--- src/rtl/pwm_tb_pkg.sv ---
package pwm_tb_pkg;

  localparam int ADDR_W = 2;
  localparam int CTRL_W = 16;

  localparam logic [ADDR_W-1:0] ADDR_CTRL = 2'd0;
  localparam logic [ADDR_W-1:0] ADDR_PRD  = 2'd1;
  localparam logic [ADDR_W-1:0] ADDR_CNT  = 2'd2;
  localparam logic [ADDR_W-1:0] ADDR_SHD  = 2'd3;

  typedef enum logic [1:0] {
    CM_UP   = 2'b00,
    CM_DOWN = 2'b01,
    CM_UPDN = 2'b10,
    CM_HOLD = 2'b11
  } cnt_mode_e;

  typedef enum logic [1:0] {
    RS_STEP  = 2'b00,
    RS_CYCLE = 2'b01,
    RS_FREEA = 2'b10,
    RS_FREE  = 2'b11
  } run_sel_e;

  // Strobes handed from the control side to the counter datapath
  typedef struct packed {
    logic      adv;
    logic      preset;
    cnt_mode_e mode;
  } tb_strobe_t;

endpackage

--- src/rtl/pwm_tb_prescale.sv ---
module pwm_tb_prescale #(
  parameter int CW = 3,
  parameter int HW = 3
) (
  input  logic          clk,
  input  logic          rstN,
  input  logic          restart,
  input  logic [CW-1:0] coarse,
  input  logic [HW-1:0] hs,
  output logic          tick
);
  localparam int MAX_HS  = 2 * ((1 << HW) - 1);
  localparam int MAX_DIV = (1 << ((1 << CW) - 1)) * MAX_HS;
  localparam int PW      = $clog2(MAX_DIV + 1);

  logic [PW-1:0] preCnt;
  logic [PW-1:0] hsFactor;
  logic [PW-1:0] divLast;

  always_comb begin
    hsFactor = (hs == '0) ? PW'(1) : PW'({hs, 1'b0});
    divLast  = (hsFactor << coarse) - PW'(1);
  end

  assign tick = (preCnt == divLast);

  always_ff @(posedge clk or negedge rstN) begin
    if (!rstN)                preCnt <= '0;
    else if (restart || tick) preCnt <= '0;
    else                      preCnt <= preCnt + PW'(1);
  end
endmodule

--- src/rtl/pwm_tb_ctrl.sv ---
module pwm_tb_ctrl
  import pwm_tb_pkg::*;
#(
  parameter int CNT_W = 16
) (
  input  logic              clk,
  input  logic              rstN,
  input  logic              wrEn,
  input  logic [ADDR_W-1:0] addr,
  input  logic [CNT_W-1:0]  wrData,
  input  logic [CNT_W-1:0]  cnt,
  input  logic              dirUp,
  input  logic              enterZero,
  output tb_strobe_t        strobe,
  output logic [CNT_W-1:0]  prdAct,
  output logic [CNT_W-1:0]  prdShd,
  output logic [CTRL_W-1:0] ctrlWord,
  output cnt_mode_e         modeSel,
  output run_sel_e          runSel
);
  logic       immLoad;
  logic [2:0] hsDiv;
  logic [2:0] coarseDiv;
  logic       halted;
  logic       tick;
  logic       endCond;
  logic       stepOk;
  logic       ctrlWr;

  assign ctrlWr = wrEn && (addr == ADDR_CTRL);

  pwm_tb_prescale #(.CW(3), .HW(3)) u_pre (
    .clk    (clk),
    .rstN   (rstN),
    .restart(wrEn),
    .coarse (coarseDiv),
    .hs     (hsDiv),
    .tick   (tick)
  );

  // End of the current cycle, per count mode
  always_comb begin
    unique case (modeSel)
      CM_UP:   endCond = (cnt >= prdAct);
      CM_DOWN: endCond = (cnt == '0);
      CM_UPDN: endCond = (cnt == '0) && !dirUp;
      default: endCond = 1'b0;
    endcase
  end

  assign stepOk = tick && (modeSel != CM_HOLD) && !halted && !wrEn;

  always_comb begin
    strobe.mode   = modeSel;
    strobe.preset = wrEn && (addr == ADDR_CNT);
    strobe.adv    = stepOk && !((runSel == RS_CYCLE) && endCond);
  end

  always_comb begin
    ctrlWord        = '0;
    ctrlWord[1:0]   = modeSel;
    ctrlWord[3]     = immLoad;
    ctrlWord[9:7]   = hsDiv;
    ctrlWord[12:10] = coarseDiv;
    ctrlWord[15:14] = runSel;
  end

  always_ff @(posedge clk or negedge rstN) begin
    if (!rstN) begin
      modeSel   <= CM_HOLD;
      runSel    <= RS_STEP;
      immLoad   <= 1'b0;
      hsDiv     <= '0;
      coarseDiv <= '0;
      halted    <= 1'b0;
    end else if (ctrlWr) begin
      modeSel   <= cnt_mode_e'(wrData[1:0]);
      immLoad   <= wrData[3];
      hsDiv     <= wrData[9:7];
      coarseDiv <= wrData[12:10];
      runSel    <= run_sel_e'(wrData[15:14]);
      halted    <= 1'b0;
    end else if (stepOk && ((runSel == RS_STEP) ||
                            ((runSel == RS_CYCLE) && endCond))) begin
      halted <= 1'b1;
    end
  end

  always_ff @(posedge clk or negedge rstN) begin
    if (!rstN) begin
      prdAct <= '0;
      prdShd <= '0;
    end else if (wrEn && (addr == ADDR_PRD)) begin
      prdShd <= wrData;
      if (immLoad) prdAct <= wrData;
    end else if (enterZero) begin
      prdAct <= prdShd;
    end
  end
endmodule

--- src/rtl/pwm_tb_datapath.sv ---
module pwm_tb_datapath
  import pwm_tb_pkg::*;
#(
  parameter int CNT_W = 16
) (
  input  logic             clk,
  input  logic             rstN,
  input  tb_strobe_t       strobe,
  input  logic [CNT_W-1:0] presetVal,
  input  logic [CNT_W-1:0] prdAct,
  output logic [CNT_W-1:0] cnt,
  output logic             dirUp,
  output logic             zeroEvt,
  output logic             prdEvt,
  output logic             enterZero
);
  logic [CNT_W-1:0] nxt;
  logic             udDir;
  logic             nxtUd;

  always_comb begin
    nxt   = cnt;
    nxtUd = udDir;
    unique case (strobe.mode)
      CM_UP:   nxt = (cnt >= prdAct) ? '0 : cnt + CNT_W'(1);
      CM_DOWN: nxt = (cnt == '0) ? prdAct : cnt - CNT_W'(1);
      CM_UPDN: begin
        if (udDir) begin
          if (cnt >= prdAct) begin
            nxtUd = 1'b0;
            nxt   = (cnt == '0) ? '0 : cnt - CNT_W'(1);
          end else begin
            nxt = cnt + CNT_W'(1);
          end
        end else begin
          if (cnt == '0) begin
            nxtUd = 1'b1;
            nxt   = (prdAct == '0) ? '0 : CNT_W'(1);
          end else begin
            nxt = cnt - CNT_W'(1);
          end
        end
      end
      default: nxt = cnt;
    endcase
  end

  assign enterZero = strobe.adv && (nxt == '0);

  always_comb begin
    unique case (strobe.mode)
      CM_UP:   dirUp = 1'b1;
      CM_DOWN: dirUp = 1'b0;
      default: dirUp = udDir;
    endcase
  end

  always_ff @(posedge clk or negedge rstN) begin
    if (!rstN) begin
      cnt     <= '0;
      udDir   <= 1'b1;
      zeroEvt <= 1'b0;
      prdEvt  <= 1'b0;
    end else begin
      zeroEvt <= strobe.adv && (nxt == '0);
      prdEvt  <= strobe.adv && (nxt == prdAct);
      if (strobe.preset) begin
        cnt <= presetVal;
      end else if (strobe.adv) begin
        cnt   <= nxt;
        udDir <= nxtUd;
      end
    end
  end
endmodule

--- src/rtl/pwm_timebase.sv ---
module pwm_timebase
  import pwm_tb_pkg::*;
#(
  parameter int CNT_W = 16
) (
  input  logic              clk,
  input  logic              rstN,
  input  logic              wrEn,
  input  logic [ADDR_W-1:0] addr,
  input  logic [CNT_W-1:0]  wrData,
  output logic [CNT_W-1:0]  rdData,
  output logic [CNT_W-1:0]  cnt,
  output logic              dirUp,
  output logic              zeroEvt,
  output logic              prdEvt
);
  tb_strobe_t        strobe;
  logic [CNT_W-1:0]  prdAct;
  logic [CNT_W-1:0]  prdShd;
  logic [CTRL_W-1:0] ctrlWord;
  cnt_mode_e         modeSel;
  run_sel_e          runSel;
  logic              enterZero;

  pwm_tb_ctrl #(.CNT_W(CNT_W)) u_ctrl (
    .clk      (clk),
    .rstN     (rstN),
    .wrEn     (wrEn),
    .addr     (addr),
    .wrData   (wrData),
    .cnt      (cnt),
    .dirUp    (dirUp),
    .enterZero(enterZero),
    .strobe   (strobe),
    .prdAct   (prdAct),
    .prdShd   (prdShd),
    .ctrlWord (ctrlWord),
    .modeSel  (modeSel),
    .runSel   (runSel)
  );

  pwm_tb_datapath #(.CNT_W(CNT_W)) u_dp (
    .clk      (clk),
    .rstN     (rstN),
    .strobe   (strobe),
    .presetVal(wrData),
    .prdAct   (prdAct),
    .cnt      (cnt),
    .dirUp    (dirUp),
    .zeroEvt  (zeroEvt),
    .prdEvt   (prdEvt),
    .enterZero(enterZero)
  );

  always_comb begin
    unique case (addr)
      ADDR_CTRL: rdData = CNT_W'(ctrlWord);
      ADDR_PRD:  rdData = prdAct;
      ADDR_CNT:  rdData = cnt;
      default:   rdData = prdShd;
    endcase
  end
endmodule

--- config.mk ---
export PLATFORM = sky130hd
export DESIGN_NAME = pwm_timebase
export DESIGN_NICKNAME = d
export VERILOG_FILES = /design/src/rtl/pwm_tb_pkg.sv /design/src/rtl/pwm_tb_prescale.sv /design/src/rtl/pwm_tb_ctrl.sv /design/src/rtl/pwm_tb_datapath.sv /design/src/rtl/pwm_timebase.sv
export SDC_FILE = /design/constraint.sdc
export NUM_CORES = 1
export LEC_CHECK = 0
export BUFFER_PORTS_ARGS = -buffer_cell sky130_fd_sc_hd__buf_2
export CORE_MARGIN = 5
export CORE_UTILIZATION = 55
export DETAILED_ROUTE_END_ITERATION = 6
export PLACE_DENSITY = 0.74
export SKIP_CTS_REPAIR_TIMING = 1
export SLEW_MARGIN = 20
export SYNTH_ARGS = -nofsm -noshare
export SYNTH_HDL_FRONTEND = slang
export SYNTH_HIERARCHICAL = 1
export SYNTH_SLANG_ARGS = --single-unit
--- constraint.sdc ---
create_clock -name clk -period 13.19 [get_ports clk]
set_clock_uncertainty 0.15 [all_clocks]
set_input_delay 1.9785 -clock clk [delete_from_list [all_inputs] [get_ports clk]]
set_output_delay 1.9785 -clock clk [all_outputs]
set_load 0.005 [all_outputs]
==> impl_metrics.env <==
export IMPL_run_status="finished clean"
export IMPL_reg2reg_depth=18
export IMPL_cts_max_path_buffers=2
export IMPL_syn_avg_cell_area_um2=8.80
export IMPL_num_antenna_cells=0
export IMPL_tritoncts_num_buffers=9
export IMPL_post_drt_via_cell_ratio=6.99
export IMPL_wire_length_of_the_first_global_routing_pass_um=38800
export IMPL_die_h_um=126
export IMPL_fin_util_pct=60.5
export IMPL_grt_pass1_vias=6562
export IMPL_commonest_cells_after_routing_fill_and_taps_aside="71 x dfrtp_1, 61 x nand2_1, 54 x buf_2, 54 x nor2_1, 45 x inv_1"
export IMPL_drtIter0Drc=1008
export IMPL_peakVddDrop_mv=0.137
export IMPL_clk_pin_slew_worst_paths_ps=60
export IMPL_grt_setup_unrepaired="false"
export IMPL_die_w_um=126
export IMPL_pin_count_of_the_biggest_net_entering_global_routing=75
export IMPL_commonest_non_fill_non_tap_cell_in_the_layout="dfrtp_1"
export IMPL_synth_yosys_warnings=6
export IMPL_cts_root_buffer="clkbuf_16"
export IMPL_ios=56
export IMPL_fp_coreArea_um2=13200
export IMPL_maxSlewHeadroom_pct=27.5
export IMPL_wl_per_cell_um=24.2
export IMPL_detailedRoute_firstPassIterationCount=6
export IMPL_power_leakage_nw=3.29
export IMPL_hold_depth=1
export IMPL_design_die_area_um2=16000
export IMPL_antenna_violating_nets_post_route=0
export IMPL_worst_hold_slack_ps=363
export IMPL_max_cap_viol_count=0
export IMPL_max_freq_ghz=0.164
export IMPL_sequential_cell_area_um2=1860
export IMPL_syn_to_final_growth_pct=7.54
export IMPL_setup_worst_path_start_class="flop"
export IMPL_postSynthCellCount=847
export IMPL_nets=916
export IMPL_cts_htree_levels=3
export IMPL_critical_path_peak_fanout=20
export IMPL_layout_min_cycle_time_ps=6100
export IMPL_total_global_routing_overflow=0
export IMPL_io_buffers=55
export IMPL_class_of_the_worst_hold_path="flop to flop"
export IMPL_worstMarginPinSlew_ps=1080
export IMPL_multi_input_comb_area_um2=5100
export IMPL_vias=7263
export IMPL_report_final_hold_viol_count=0
export IMPL_fin_setup_tns_ps=0
export IMPL_tritoncts_num_sinks=74
export IMPL_start_util_pct=56.3
export IMPL_crit_required_ps=13250
export IMPL_drv_slew=0
export IMPL_cp_arrival_ps=6160
export IMPL_grt_antenna_before_repair=0
export IMPL_core_rowCount=42
export IMPL_grt_use_total_pct=30.9
export IMPL_design_power_total_w=0.00136
export IMPL_worst_setup_path_end_kind="flop"
export IMPL_clock_latency_on_the_worst_skew_pair_ps=340
export IMPL_synthesis_area_um2=7450
export IMPL_final_setup_viol_count=0
export IMPL_route_detailed_drc=0
export IMPL_drive_above_1_share_pct=17.3
export IMPL_cell_area_power_density_nw_per_um2=170
export IMPL_place_hpwl_um=17900
export IMPL_crit_share_post_route_pct=46.2
export IMPL_fillCellCount=1195
export IMPL_timing_setup_critical_path_class="flop to flop"
export IMPL_detail_route_wirelength_um=25200
export IMPL_routabilityCongestion=1.02
export IMPL_tritoncts="yes"
-- final cells by class --
| class | count | area share [%] |
|---|---|---|
| Sequential cell | 74 | 23.1 |
| Clock inverter | 6 | 1.40 |
| Timing Repair Buffer | 61 | 4.03 |
| Multi-Input combinational cell | 666 | 63.7 |
| Tap cell | 176 | 2.75 |
| Clock buffer | 10 | 2.86 |
| Inverter | 46 | 2.15 |
-- final timing paths --
check,from,to,slack [ps]
worst min-delay path,u_ctrl/prdShd[2],u_ctrl/prdShd[2],360
worst min register to register,u_ctrl/prdShd[2],u_ctrl/prdShd[2],360
max in group asynchronous,rstN,u_ctrl/prdAct[1],10660
min in group asynchronous,rstN,u_ctrl/prdShd[6],1610
worst max-delay path,u_ctrl/hsDiv[2],u_ctrl/prdAct[15],7090
worst max register to register,u_ctrl/hsDiv[2],u_ctrl/prdAct[15],7090
-- metrics by stage --
step,worst slack [ps],instance area (µm²),instances
after global routing,6890,8020,1039
final,7090,8020,1039
after CTS,7250,8010,1039
after floorplan,8170,7470,851
after detailed placement,7260,7670,1023
after global placement,7460,7670,1023
-- metal layers --
| metal | track usage [%] | share of wire (%) |
|---|---|---|
| met3 | 9.58 | 13 |
| met5 | 0 | 0 |
| met4 | 9.65 | 3.3 |
| met2 | 43.5 | 41 |
| met1 | 45.2 | 43 |
-- sequential cells by signal (all words and copies together), names as in the netlist --
signal and count:
u_ctrl/prdAct 16, u_ctrl/prdShd 16, u_ctrl/immLoad 1, u_ctrl/hsDiv 3, u_ctrl/halted 1, u_ctrl/coarseDiv 3
u_ctrl/modeSel 2, u_dp/udDir 1, u_dp/zeroEvt 1, u_ctrl/u_pre/preCnt 11, u_ctrl/runSel 2, u_dp/prdEvt 1
u_dp/cnt 16
-- worst max-delay path: stages, from the launching register on --
cell	delay (ps)
dfrtp_1	590
nor4_1	640
nand3_1	220
ha_1	290
xor2_1	160
xnor2_1	130
nor3_1	150
nand3_1	140
nor4_4	560
and2_1	230
nand3_1	90
a311oi_2	200
buf_4	300
and2_1	190
o2111ai_1	120
or4_1	430
nor4_1	420
mux2_2	570
mux2_1	390
-- power by group --
part,switching (W),internal (W),leakage [nW],total (W)
Sequential,0.000157,0.000274,0.914,0.000431
Clock,0.0000965,0.000185,0.167,0.000282
Combinational,0.000378,0.000271,2.21,0.000648
No activity file was read; power rests on OpenSTA's default activity.
